## src/rtl/flash_seq_pkg.sv

```systemverilog
package flash_seq_pkg;

  // operation codes on req_op
  localparam logic [1:0] OP_PROG = 2'b00;
  localparam logic [1:0] OP_SECT = 2'b01;

  // command bytes and unlock addresses
  localparam logic [15:0] UNLK_HI  = 16'h5555;
  localparam logic [15:0] UNLK_LO  = 16'h2AAA;
  localparam logic [7:0]  KEY_1    = 8'hAA;
  localparam logic [7:0]  KEY_2    = 8'h55;
  localparam logic [7:0]  CMD_PROG = 8'hA0;
  localparam logic [7:0]  CMD_ERS  = 8'h80;
  localparam logic [7:0]  CMD_SECT = 8'h30;
  localparam logic [7:0]  CMD_CHIP = 8'h10;

  localparam int STEP_W = 3;

  typedef enum logic [2:0] {
    S_IDLE,
    S_WLOW,
    S_WHIGH,
    S_OEHOLD,
    S_RDLO,
    S_RDGAP,
    S_RST
  } seq_state_e;

endpackage

```

## src/rtl/flash_seq_tmr.sv

```systemverilog
module flash_seq_tmr #(
  parameter int W = 8
) (
  input  logic         clk,
  input  logic         rst,
  input  logic         load,
  input  logic [W-1:0] load_val,
  output logic         zero
);

  logic [W-1:0] cnt_q;

  always_ff @(posedge clk) begin
    if (rst) begin
      cnt_q <= '0;
    end else if (load) begin
      cnt_q <= load_val;
    end else if (cnt_q != '0) begin
      cnt_q <= cnt_q - 1'b1;
    end
  end

  assign zero = (cnt_q == '0);

endmodule

```

## src/rtl/flash_seq_wdog.sv

```systemverilog
module flash_seq_wdog #(
  parameter int W = 16
) (
  input  logic         clk,
  input  logic         rst,
  input  logic         clr,
  input  logic         en,
  input  logic [W-1:0] limit,
  output logic         expired
);

  logic [W-1:0] cnt_q;

  always_ff @(posedge clk) begin
    if (rst || clr) begin
      cnt_q <= '0;
    end else if (en && (cnt_q != '1)) begin
      cnt_q <= cnt_q + 1'b1;
    end
  end

  assign expired = (cnt_q >= limit);

endmodule

```

## src/rtl/flash_seq_cmd.sv

```systemverilog
module flash_seq_cmd
  import flash_seq_pkg::*;
#(
  parameter int ADDR_W = 21
) (
  input  logic [1:0]        op,
  input  logic [STEP_W-1:0] step,
  input  logic [ADDR_W-1:0] tgt_addr,
  input  logic [7:0]        tgt_data,
  output logic [ADDR_W-1:0] cmd_addr,
  output logic [7:0]        cmd_data,
  output logic [STEP_W-1:0] last_step
);

  localparam logic [ADDR_W-1:0] A_HI = ADDR_W'(UNLK_HI);
  localparam logic [ADDR_W-1:0] A_LO = ADDR_W'(UNLK_LO);

  logic is_prog;
  logic is_sect;

  assign is_prog   = (op == OP_PROG);
  assign is_sect   = (op == OP_SECT);
  assign last_step = is_prog ? STEP_W'(3) : STEP_W'(5);

  always_comb begin
    cmd_addr = A_HI;
    cmd_data = KEY_1;
    case (step)
      3'd0: begin
        cmd_addr = A_HI;
        cmd_data = KEY_1;
      end
      3'd1, 3'd4: begin
        cmd_addr = A_LO;
        cmd_data = KEY_2;
      end
      3'd2: begin
        cmd_addr = A_HI;
        cmd_data = is_prog ? CMD_PROG : CMD_ERS;
      end
      3'd3: begin
        cmd_addr = is_prog ? tgt_addr : A_HI;
        cmd_data = is_prog ? tgt_data : KEY_1;
      end
      3'd5: begin
        cmd_addr = is_sect ? tgt_addr : A_HI;
        cmd_data = is_sect ? CMD_SECT : CMD_CHIP;
      end
      default: begin
        cmd_addr = A_HI;
        cmd_data = KEY_1;
      end
    endcase
  end

endmodule

```

## src/rtl/flash_seq.sv

```systemverilog
module flash_seq
  import flash_seq_pkg::*;
#(
  parameter int                ADDR_W      = 21,
  parameter int unsigned       WE_LOW_CYC  = 10,
  parameter int unsigned       WE_HIGH_CYC = 5,
  parameter int unsigned       OE_HOLD_CYC = 2,
  parameter int unsigned       RD_CYC      = 30,
  parameter int unsigned       RD_GAP_CYC  = 8,
  parameter int unsigned       RST_CYC     = 110,
  parameter longint unsigned   PROG_TO_CYC = 64'd60_000,
  parameter longint unsigned   SECT_TO_CYC = 64'd3_000_000_000,
  parameter longint unsigned   CHIP_TO_CYC = 64'd51_200_000_000
) (
  input  logic              clk,
  input  logic              rst,
  input  logic              req_valid,
  output logic              req_ready,
  input  logic [1:0]        req_op,
  input  logic [ADDR_W-1:0] req_addr,
  input  logic [7:0]        req_data,
  output logic              done,
  output logic              err,
  output logic              f_cs_n,
  output logic              f_we_n,
  output logic              f_oe_n,
  output logic              f_rst_n,
  output logic [ADDR_W-1:0] f_addr,
  output logic [7:0]        f_dq_o,
  output logic              f_dq_oe,
  input  logic              f_dq7_i
);

  localparam int unsigned PH_M1  = (WE_LOW_CYC > WE_HIGH_CYC) ? WE_LOW_CYC : WE_HIGH_CYC;
  localparam int unsigned PH_M2  = (RD_CYC > RD_GAP_CYC) ? RD_CYC : RD_GAP_CYC;
  localparam int unsigned PH_M3  = (RST_CYC > OE_HOLD_CYC) ? RST_CYC : OE_HOLD_CYC;
  localparam int unsigned PH_M12 = (PH_M1 > PH_M2) ? PH_M1 : PH_M2;
  localparam int unsigned PH_MAX = (PH_M12 > PH_M3) ? PH_M12 : PH_M3;
  localparam int          PH_W   = $clog2(PH_MAX + 1);

  localparam longint unsigned TO_M1  = (PROG_TO_CYC > SECT_TO_CYC) ? PROG_TO_CYC : SECT_TO_CYC;
  localparam longint unsigned TO_MAX = (TO_M1 > CHIP_TO_CYC) ? TO_M1 : CHIP_TO_CYC;
  localparam int              TO_W   = $clog2(TO_MAX + 64'd1) + 1;

  seq_state_e        st_q, st_d;
  logic [STEP_W-1:0] step_q, step_d;
  logic [1:0]        op_q;
  logic [ADDR_W-1:0] addr_q;
  logic [7:0]        data_q;
  logic              bit7_q;

  logic              accept;
  logic [1:0]        op_m;
  logic [ADDR_W-1:0] addr_m;
  logic [7:0]        data_m;
  logic [ADDR_W-1:0] cmd_addr;
  logic [7:0]        cmd_data;
  logic [STEP_W-1:0] last_step;

  logic              ph_ld;
  logic [PH_W-1:0]   ph_val;
  logic              ph_zero;

  logic              wd_en;
  logic [TO_W-1:0]   wd_limit;
  logic              wd_exp;

  logic              exp7;
  logic              match;
  logic              fin_ok;
  logic              fin_bad;

  // ---------------- handshake and request capture ----------------
  assign req_ready = (st_q == S_IDLE);
  assign accept    = req_valid && req_ready;

  // while idle the command table sees the incoming request, so the first
  // write cycle can leave on the accepting edge
  assign op_m   = accept ? req_op   : op_q;
  assign addr_m = accept ? req_addr : addr_q;
  assign data_m = accept ? req_data : data_q;

  flash_seq_cmd #(
    .ADDR_W (ADDR_W)
  ) u_cmd (
    .op        (op_m),
    .step      (step_d),
    .tgt_addr  (addr_m),
    .tgt_data  (data_m),
    .cmd_addr  (cmd_addr),
    .cmd_data  (cmd_data),
    .last_step (last_step)
  );

  // ---------------- poll result ----------------
  assign exp7  = (op_q == OP_PROG) ? data_q[7] : 1'b1;
  assign match = (bit7_q == exp7);

  // ---------------- next-state logic ----------------
  always_comb begin
    st_d   = st_q;
    step_d = step_q;
    case (st_q)
      S_IDLE: begin
        if (accept) begin
          st_d   = S_WLOW;
          step_d = '0;
        end
      end
      S_WLOW: begin
        if (ph_zero) begin
          st_d = (step_q == last_step) ? S_OEHOLD : S_WHIGH;
        end
      end
      S_WHIGH: begin
        if (ph_zero) begin
          st_d   = S_WLOW;
          step_d = step_q + 1'b1;
        end
      end
      S_OEHOLD: begin
        if (ph_zero) st_d = S_RDLO;
      end
      S_RDLO: begin
        if (ph_zero) st_d = S_RDGAP;
      end
      S_RDGAP: begin
        if (ph_zero) begin
          if (match)       st_d = S_IDLE;
          else if (wd_exp) st_d = S_RST;
          else             st_d = S_RDLO;
        end
      end
      S_RST: begin
        if (ph_zero) st_d = S_IDLE;
      end
      default: st_d = S_IDLE;
    endcase
  end

  // ---------------- phase timer ----------------
  assign ph_ld = (st_d != st_q);

  always_comb begin
    case (st_d)
      S_WLOW:   ph_val = PH_W'(WE_LOW_CYC - 1);
      S_WHIGH:  ph_val = PH_W'(WE_HIGH_CYC - 1);
      S_OEHOLD: ph_val = PH_W'(OE_HOLD_CYC - 1);
      S_RDLO:   ph_val = PH_W'(RD_CYC - 1);
      S_RDGAP:  ph_val = PH_W'(RD_GAP_CYC - 1);
      S_RST:    ph_val = PH_W'(RST_CYC - 1);
      default:  ph_val = '0;
    endcase
  end

  flash_seq_tmr #(
    .W (PH_W)
  ) u_tmr (
    .clk      (clk),
    .rst      (rst),
    .load     (ph_ld),
    .load_val (ph_val),
    .zero     (ph_zero)
  );

  // ---------------- operation timeout ----------------
  assign wd_en = (st_q == S_OEHOLD) || (st_q == S_RDLO) || (st_q == S_RDGAP);

  always_comb begin
    if (op_q == OP_PROG)      wd_limit = TO_W'(PROG_TO_CYC);
    else if (op_q == OP_SECT) wd_limit = TO_W'(SECT_TO_CYC);
    else                      wd_limit = TO_W'(CHIP_TO_CYC);
  end

  flash_seq_wdog #(
    .W (TO_W)
  ) u_wdog (
    .clk     (clk),
    .rst     (rst),
    .clr     (accept),
    .en      (wd_en),
    .limit   (wd_limit),
    .expired (wd_exp)
  );

  assign fin_ok  = (st_q == S_RDGAP) && ph_zero && match;
  assign fin_bad = (st_q == S_RST) && ph_zero;

  // ---------------- state and registered bus outputs ----------------
  always_ff @(posedge clk) begin
    if (rst) begin
      st_q    <= S_IDLE;
      step_q  <= '0;
      op_q    <= OP_PROG;
      addr_q  <= '0;
      data_q  <= '0;
      bit7_q  <= 1'b0;
      done    <= 1'b0;
      err     <= 1'b0;
      f_cs_n  <= 1'b1;
      f_we_n  <= 1'b1;
      f_oe_n  <= 1'b1;
      f_rst_n <= 1'b1;
      f_addr  <= '0;
      f_dq_o  <= '0;
      f_dq_oe <= 1'b0;
    end else begin
      st_q   <= st_d;
      step_q <= step_d;
      if (accept) begin
        op_q   <= req_op;
        addr_q <= req_addr;
        data_q <= req_data;
      end
      if ((st_q == S_RDLO) && ph_zero) begin
        bit7_q <= f_dq7_i;
      end
      done    <= fin_ok || fin_bad;
      err     <= fin_bad;
      f_cs_n  <= (st_d == S_IDLE) || (st_d == S_RST);
      f_we_n  <= (st_d != S_WLOW);
      f_dq_oe <= (st_d == S_WLOW);
      f_oe_n  <= (st_d != S_RDLO);
      f_rst_n <= (st_d != S_RST);
      if (st_d == S_WLOW) begin
        f_addr <= cmd_addr;
        f_dq_o <= cmd_data;
      end else if ((st_d == S_OEHOLD) || (st_d == S_RDLO) || (st_d == S_RDGAP)) begin
        f_addr <= addr_q;
      end
    end
  end

endmodule

```

## config.mk

```make
export PLATFORM = sky130hd
export DESIGN_NAME = flash_seq
export DESIGN_NICKNAME = d
export VERILOG_FILES = /design/src/rtl/flash_seq_pkg.sv /design/src/rtl/flash_seq_tmr.sv /design/src/rtl/flash_seq_wdog.sv /design/src/rtl/flash_seq_cmd.sv /design/src/rtl/flash_seq.sv
export SDC_FILE = /design/constraint.sdc
export NUM_CORES = 1
export LEC_CHECK = 0
export ABC_AREA = 1
export BUFFER_PORTS_ARGS = -buffer_cell sky130_fd_sc_hd__buf_2
export CELL_PAD_IN_SITES_DETAIL_PLACEMENT = 1
export CELL_PAD_IN_SITES_GLOBAL_PLACEMENT = 1
export CORE_MARGIN = 4
export CORE_UTILIZATION = 42
export CTS_CLUSTER_DIAMETER = 60
export DETAILED_ROUTE_END_ITERATION = 8
export PLACE_DENSITY_LB_ADDON = 0.15
export RECOVER_POWER = 25
export REMOVE_ABC_BUFFERS = 1
export SLEW_MARGIN = 30
export SYNTH_ARGS = -nofsm -noshare
export SYNTH_HDL_FRONTEND = slang
export SYNTH_SLANG_ARGS = --single-unit
```

## constraint.sdc

```tcl
create_clock -name clk -period 7.2 [get_ports clk]
set_input_delay 1.08 -clock clk [delete_from_list [all_inputs] [get_ports clk]]
set_output_delay 1.08 -clock clk [all_outputs]
set_load 0.02 [all_outputs]
```

==> results.ini, run 1 <==
[run_status]
status = finished with violations
violations = max-capacitance violations, max-slew violations

[timing]
worst_slew_pin_slew_ns = 1.86
rsz0062_at_grt = no
slew_headroom = -0.244
fin_hold_ws_ns = 0.455
skew_ns = 0.00803
fin_crit_ns = 4.98
fin_ws_ns = 2.22
fmax_mhz = 201
slew_viol_final = 44
setup-tns-final_ns = 0
min_period_over_period = 0.692
hold_violations = 0
finalSetupViolCount = 0

[route]
drc = 0
drtAntennaViolNets = 0
first_pass_iters = 5
wl_per_cell_um = 16.5
routed_wl_mm = 21.9
vias = 7030
drt_iter0_markers = 328
viasPerCell = 5.29

[die]
die_height_um = 137
die_width_um = 137
rows = 46
io_pins = 72
core_area_um2 = 16100
initial_core_util = 0.433
die_area_um2 = 18700

[layout]
stdcell_count = 1328
final_cell_mix = nand2_1 (251), nor2_1 (139), dfxtp_1 (118)
final_common_cell = nand2_1
antennaDiodeCount = 0
post-route-util = 0.498
area_growth_pct = 14.9
layout-drive-gt1-share = 0.126
nets = 1155
fin_area_um2 = 8000

[setup_path]
cp_max_fo = 43
path_class = reg -> reg
cp.arrival_ns = 5.35
setup.worst_path.start_class = flip-flop
cp_data_required_time_ns = 7.57
end_kind = flip-flop

[cts]
cts.clk_slew.worst_paths_ns = 0.06
clock_path_buffers = 2
cts-root-buf = clkbuf_16
cts_tree = built
postCtsSetupBuffers = 0
clk-insertion-delay-late_ns = 0.43
ctsResizeCount = 0
htreeDepth = 4
cts_hold_buf = 0
cts.sinks = 118
cts_buffers = 17

[logic_synthesis]
synthArstFlopShare = 0
yosysWarnings = 0
syn_inst = 1040
yosysSeqAreaShare = 0.339
ys_ff_latch = 118
synth-edff-count = 0
avgSynthCellArea_um2 = 6.69
ys.flop_type = dfxtp_1
ys_types = 43
synth_area_um2 = 6960

[grt]
grt_pass1_vias = 7101
grt_pass1_wl_mm = 35.7
grt-ovfl-total = 0
grt_max_degree = 44
antenna_found_initial = 0
grtUsageTotal = 0.243

[power]
p_per_area_nw_per_um2 = 387
ir_drop_mv = 0.453
leakage_nw = 3.49
fin_total_pwr_mw = 3.09

[placed_design]
placed_cells = 1297
pre_cts_ws_ns = 3.34
dp_hpwl_mm = 15.8
place_area_um2 = 7410
port-buffer-count = 71
place.gp.congestion = 0.878

[flow_run]
maxCapViolCount = 1

[worst_hold_path]
min_path_type = reg -> reg

==> synthesized netlist by cell type (7+ instances only) <==
master	n	area [µm²]
nand4_1	22	138
nand2_1	249	935
inv_1	108	405
mux2i_1	17	170
o21ai_1	12	60.1
clkbuf_1	10	37.5
o21ai_0	41	205
nor4_1	15	93.8
nand2_4	9	101
buf_2	12	60.1
nand3_1	55	275
nor2_1	139	522
a21oi_1	62	310
inv_2	13	48.8
nor3_1	49	245
ha_1	20	250
dfxtp_1	118	2360
xor2_1	14	123
nand3b_1	7	52.6
==> per-layer routing <==
layer | GRT usage | share of wire | up-vias
li1 | - | - | 3513
met1 | 0.312 | 0.47 | 3375
met2 | 0.410 | 0.48 | 110
met3 | 0.0408 | 0.031 | 32
met4 | 0.0896 | 0.017 | 0
met5 | 0 | 0 | -
==> cell families after synthesis <==
kind of cell	count (synthesis)	share of synthesized area
AND/OR/NAND/NOR	572	0.371
buffers and inverters	156	0.0953
AO/OA/AOI/OAI	140	0.112
flip-flops	118	0.339
adder cells (fa/ha/maj)	20	0.0360
XOR/XNOR	17	0.0214
multiplexers	17	0.0244
==> state kept, by name, indices dropped and copies added, names as in the netlist <==
| name | flops |
|---|---|
| op_q | 2 |
| f_dq_o | 8 |
| f_oe_n | 1 |
| step_q | 3 |
| f_dq_oe | 1 |
| f_rst_n | 1 |
| u_tmr.cnt_q | 7 |
| err | 1 |
| u_wdog.cnt_q | 37 |
| st_q | 3 |
| bit7_q | 1 |
| f_cs_n | 1 |
| f_we_n | 1 |
| data_q | 8 |
| f_addr | 21 |
| done | 1 |
| addr_q | 21 |
==> power breakdown <==
group / switching (mW) / internal [mW] / total, mW
registers: 0.0718 / 0.774 / 0.846
logic: 0.947 / 0.376 / 1.32
clock network: 0.327 / 0.596 / 0.922
total: 1.35 / 1.75 / 3.09
==> worst max-delay path, cell delays in order (launching register included) <==
cell	delay [ns]
dfxtp_1	0.37
inv_1	0.16
nand2_1	0.18
nor2_4	0.12
nand2_1	1.04
o21ai_0	1.07
nand2_1	0.46
nand3_1	0.17
nand2_1	0.08
nand2_2	0.09
nand2_4	0.08
nand2_4	0.11
inv_2	0.04
nand3_2	0.37
nand2_1	0.15
inv_2	0.24
nand3_1	0.11
nand2_1	0.07
==> layout make-up <==
type | instances | area [µm²]
Clock buffer | 20 | 457
Clock inverter | 11 | 175
Fill cell | 2136 | 8060
Inverter | 123 | 464
Multi-Input combinational cell | 766 | 3910
Sequential cell | 118 | 2360
Tap cell | 216 | 270
Timing Repair Buffer | 74 | 363
==> path summary, 6_finish.rpt <==
path | startpoint | end | slack, ns | cells after the start
max | st_q[0] | f_addr[18] | 2.22 | 17
min | f_dq_o[1] | f_dq_o[1] | 0.46 | 2
max reg2reg | st_q[0] | f_addr[18] | 2.22 | 17
min reg2reg | f_dq_o[1] | f_dq_o[1] | 0.46 | 2
Note: power is estimated with default switching activity, not from simulation.
==> run 2, diff against run 1 <==
--- a/config.mk
+++ b/config.mk
@@ -10,7 +10,7 @@
 export CELL_PAD_IN_SITES_DETAIL_PLACEMENT = 1
 export CELL_PAD_IN_SITES_GLOBAL_PLACEMENT = 1
 export CORE_MARGIN = 4
-export CORE_UTILIZATION = 42
+export CORE_UTILIZATION = 38
 export CTS_CLUSTER_DIAMETER = 60
 export DETAILED_ROUTE_END_ITERATION = 8
 export PLACE_DENSITY_LB_ADDON = 0.15
==> constraint.sdc (replaced) <==
create_clock -name clk -period 4.25 [get_ports clk]
set_input_delay 0.6375 -clock clk [delete_from_list [all_inputs] [get_ports clk]]
set_output_delay 0.6375 -clock clk [all_outputs]
set_load 0.02 [all_outputs]
==> results.ini, run 2 (synthesis gave the netlist of run 1 again) <==
[run_status]
status = finished clean

[route]
wl_per_cell_um = 16.3
first_pass_iters = 4
drtAntennaViolNets = 0
vias = 6966
routed_wl_mm = 22.0
viasPerCell = 5.18
drc = 0
drt_iter0_markers = 387

[setup_path]
cp-startpoint = st_q[0]
regToRegSetupSlack_ns = 0.95
rr_endpoint = f_addr[17]
setup.worst_path.start_class = flip-flop
cp_data_required_time_ns = 4.62
end_kind = flip-flop
cp.arrival_ns = 3.67
r2r_start = st_q[0]
cp_max_fo = 21
path_class = reg -> reg
reg2regPathDepth = 17

[layout]
final_common_cell = nand2_1
final_cell_mix = nand2_1 (250), nor2_1 (139), dfxtp_1 (118)
layout-drive-gt1-share = 0.111
reg_top3 = u_wdog.cnt_q (37), addr_q (21), f_addr (21)
nets = 1158
largest_reg_flops = 37
antennaDiodeCount = 0
post-route-util = 0.445
regMostFlops = u_wdog.cnt_q
area_growth_pct = 14.9

[power]
p_comb_frac = 0.432
p_per_area_nw_per_um2 = 645
fin_total_pwr_mw = 5.16
p_seq_frac = 0.276
sw_frac_of_total = 0.451
internal_power_mw = 2.83
ir_drop_mv = 0.466
clkPwrFrac = 0.291
p_switching_mw = 2.33
leakage_nw = 3.42

[die]
die_width_um = 143
initial_core_util = 0.387
die_area_um2 = 20500
rows = 49
core_area_um2 = 18000
die_height_um = 143
io_pins = 72

[grt]
grt_pass1_wl_mm = 36.9
antenna_found_initial = 0
grtUsageTotal = 0.223
grt-ovfl-total = 0
grt_max_degree = 41
grt_pass1_vias = 7297

[timing]
rsz0062_at_grt = no
finalSetupViolCount = 0
worst_slew_pin_slew_ns = 0.646
setup-tns-final_ns = 0
slew_viol_final = 0
skew_ns = 0.0126
slew_headroom = 0.566
fin_crit_ns = 3.30
min_period_over_period = 0.777
fin_hold_ws_ns = 0.453
hold_violations = 0
fmax_mhz = 303

[worst_hold_path]
min_path_type = reg -> reg
whs_endpoint = f_dq_o[0]
hold_depth = 2
min_from = f_dq_o[0]

[cts]
cts_hold_buf = 0
clk-insertion-delay-late_ns = 0.42
cts-root-buf = clkbuf_16
cts_buffers = 17
htreeDepth = 4
cts.clk_slew.worst_paths_ns = 0.07
clock_path_buffers = 2
postCtsSetupBuffers = 0
ctsResizeCount = 0
cts.sinks = 118
cts_tree = built

[placed_design]
place.gp.congestion = 0.848
dp_hpwl_mm = 16.0
port-buffer-count = 71

[flow_run]
maxCapViolCount = 0

run 2: cell count changes in the layout (fill, tap and decap cells not counted), sizes merged:
cell / delta
clkinvlp: -4
buf: -21
bufinv: -2
inv: +10
clkbuf: +21
run 2: stage by stage:
step / area, µm² / setup slack, ns / instances
2_1_floorplan: 6760 / 1.61 / 1007
5_1_grt: 8000 / 0.491 / 1345
3_3_place_gp: 7450 / 1.11 / 1313
4_1_cts: 8050 / 0.962 / 1345
6_report: 8000 / 0.949 / 1345
3_5_place_dp: 7450 / 0.976 / 1313
run 2: power groups by stage:
stage	Combinational (mW)	Sequential (mW)	Clock (mW)
finish	2.23	1.43	1.50
global route	2.55	1.45	1.58
CTS	2.30	1.42	1.54
detailed placement	2.28	1.45	0
global placement	2.25	1.44	0
floorplan	1.47	1.56	0
run 2: cell type report:
cell class / instances / area, µm²
repair buffers: 77 / 355
flip-flops and latches: 118 / 2360
multi-input cells: 766 / 3920
well taps: 229 / 287
fillers: 2387 / 9970
inverters: 123 / 464
clock inverters: 15 / 180
clock buffers: 17 / 425
run 2: critical path: stages, from the launching register on:
cell and delay, ns:
dfxtp_1 0.39, inv_2 0.13, nand2_4 0.08, nor2_4 0.09
nand2_1 0.19, o21ai_0 0.45, nand2_1 0.40, nand3_1 0.17
nand2_1 0.09, nand2_2 0.09, nand2_4 0.08, nand2_4 0.11
inv_2 0.04, nand3_2 0.35, nand2_1 0.12, inv_2 0.25
nand3_1 0.12, nand2_1 0.07
run 2: worst max-delay path by stage:
stage            endpoint  slack, ns  depth (start not counted)
5_1_grt        f_addr[18]       0.49                         17
6_report       f_addr[17]       0.95                         17
2_1_floorplan   f_dq_o[5]       1.61                         18
3_3_place_gp   f_addr[18]       1.11                         15
3_5_place_dp    f_dq_o[1]       0.98                         16
4_1_cts         f_dq_o[1]       0.96                         16
run 2: metal layers:
layer  vias to the layer above  track usage  share of wire
met2                       102        0.385           0.49
met3                        22       0.0396          0.030
met4                         0       0.0545          0.013
li1                       3524            -              -
met5                         -            0              0
met1                      3318        0.291           0.47
==> run 3, diff against run 2 <==
--- a/config.mk
+++ b/config.mk
@@ -10,7 +10,7 @@
 export CELL_PAD_IN_SITES_DETAIL_PLACEMENT = 1
 export CELL_PAD_IN_SITES_GLOBAL_PLACEMENT = 1
 export CORE_MARGIN = 4
-export CORE_UTILIZATION = 38
+export CORE_UTILIZATION = 42
 export CTS_CLUSTER_DIAMETER = 60
 export DETAILED_ROUTE_END_ITERATION = 8
 export PLACE_DENSITY_LB_ADDON = 0.15
==> constraint.sdc (replaced) <==
create_clock -name clk -period 3.15 [get_ports clk]
set_input_delay 0.4725 -clock clk [delete_from_list [all_inputs] [get_ports clk]]
set_output_delay 0.4725 -clock clk [all_outputs]
set_load 0.02 [all_outputs]
==> results.ini, run 3 (synthesis gave the netlist of run 1 again) <==
[run_status]
status = finished clean

[setup_path]
path_delay_family = simple AND/OR/NAND/NOR gates
path_cells = inv_4 > nand2_1 > ha_1 > nand2_1 > nor3_1 > nand3_1 > nor2_1 > nand2_1 > nand4_2 > nand2_4 > nand3_2 > nand2_4 > inv_4 > nand2_1 > nand3_1 > nand2_1
setup.worst_path.start_class = flip-flop
reg2regPathDepth = 16
cp_max_fo = 28
cp_slowest_cell = dfxtp_1
path_common_cell = nand2_1
r2r_start = op_q[1]
path_class = reg -> reg
cp_data_required_time_ns = 3.47
rr_endpoint = f_addr[16]
cp.arrival_ns = 3.14
regToRegSetupSlack_ns = 0.32
critPathMaxStageDelay_ns = 0.40
end_kind = flip-flop
cp_num_cells = 16
cp.buffers_inverters = 2

[timing]
fmax_mhz = 354
rsz0062_at_grt = no
worst_slew_pin_slew_ns = 0.623
setup-tns-final_ns = 0
slew_headroom = 0.579
slew_viol_final = 0
skew_ns = 0.0174
hold_violations = 0
fin_crit_ns = 2.83
fin_hold_ws_ns = 0.299
finalSetupViolCount = 0
min_period_over_period = 0.898
fin_ws_ns = 0.323

[placed_design]
place.gp.congestion = 0.935
place_area_um2 = 7510
port-buffer-count = 71
pre_cts_ws_ns = 0.145
placed_cells = 1311
dp_hpwl_mm = 16.4

[route]
viasPerCell = 5.32
routed_wl_mm = 22.6
drt_iter0_markers = 420
vias = 7155
drtAntennaViolNets = 0
drc = 0
first_pass_iters = 5
wl_per_cell_um = 16.8

[layout]
final_common_cell = nand2_1
antennaDiodeCount = 0
fin_area_um2 = 8070
regMostFlops = u_wdog.cnt_q
n_fill_cell = 2165
post-route-util = 0.502
final_cell_mix = nand2_1 (250), nor2_1 (139), dfxtp_1 (118)
nets = 1171
largest_reg_flops = 37
layout-drive-gt1-share = 0.122
reg_top3 = u_wdog.cnt_q (37), addr_q (21), f_addr (21)
stdcell_count = 1345
area_growth_pct = 15.9

[die]
rows = 46
initial_core_util = 0.433
die_height_um = 137
die_area_um2 = 18700
die_width_um = 137
io_pins = 72
core_area_um2 = 16100

[cts]
htreeDepth = 4
clock_path_buffers = 2
cts-root-buf = clkbuf_16
cts_buffers = 17
cts.clk_slew.worst_paths_ns = 0.06
clk-insertion-delay-late_ns = 0.43
cts_tree = built
cts.sinks = 118

[grt]
grt_pass1_wl_mm = 36.4
grt_max_degree = 41
grt_pass1_vias = 7239
grtUsageTotal = 0.247
antenna_found_initial = 0
grt-ovfl-total = 0

[power]
ir_drop_mv = 0.573
p_per_area_nw_per_um2 = 873
leakage_nw = 3.48
fin_total_pwr_mw = 7.04

[worst_hold_path]
min_path_type = in -> reg
whs_endpoint = data_q[2]
min_from = req_data[2]
hold_depth = 3

[flow_run]
maxCapViolCount = 0

## run 3: metal layers
metal | global-route usage | part of all wire
met1 | 0.323 | 0.46
met2 | 0.420 | 0.48
met3 | 0.0397 | 0.040
met4 | 0.0677 | 0.014
met5 | 0 | 0
## run 3: area by class of cell
type / count / area (µm²) / share of cell area
multi-input combinational: 767 / 3940 / 0.489
sequential: 118 / 2360 / 0.293
inverter: 123 / 467 / 0.0579
timing repair buffer: 89 / 458 / 0.0568
clock buffer: 18 / 439 / 0.0544
tap: 216 / 270 / 0.0335
clock inverter: 14 / 126 / 0.0157
## run 3: repair_timing
action / 4_1_cts / 5_1_grt
hold buffers: 0 / 0
gates resized for setup: 0 / 2
setup endpoints to repair: 0 / 27
buffers inserted: 0 / 1
## run 3: worst max path at each step
| stage | from | end |
|---|---|---|
| 3_3_place_gp | op_q[1] | f_dq_o[4] |
| 6_report | op_q[1] | f_addr[16] |
| 5_1_grt | op_q[1] | f_addr[19] |
| 3_5_place_dp | op_q[1] | f_dq_o[0] |
| 4_1_cts | op_q[1] | f_dq_o[0] |
| 2_1_floorplan | st_q[0] | f_dq_o[5] |
## run 3: worst reg2reg max path: cells and delay by family (launching register included)
family | cells | cell delay (ns)
buf+inv | 2 | 0.46
fa+ha+maj | 1 | 0.37
simple gates | 13 | 1.49
flops | 1 | 0.40
## run 3: where the power goes
group          switching (mW)  internal (mW)
clock network           0.757           1.11
logic                    2.28          0.974
registers               0.148           1.77
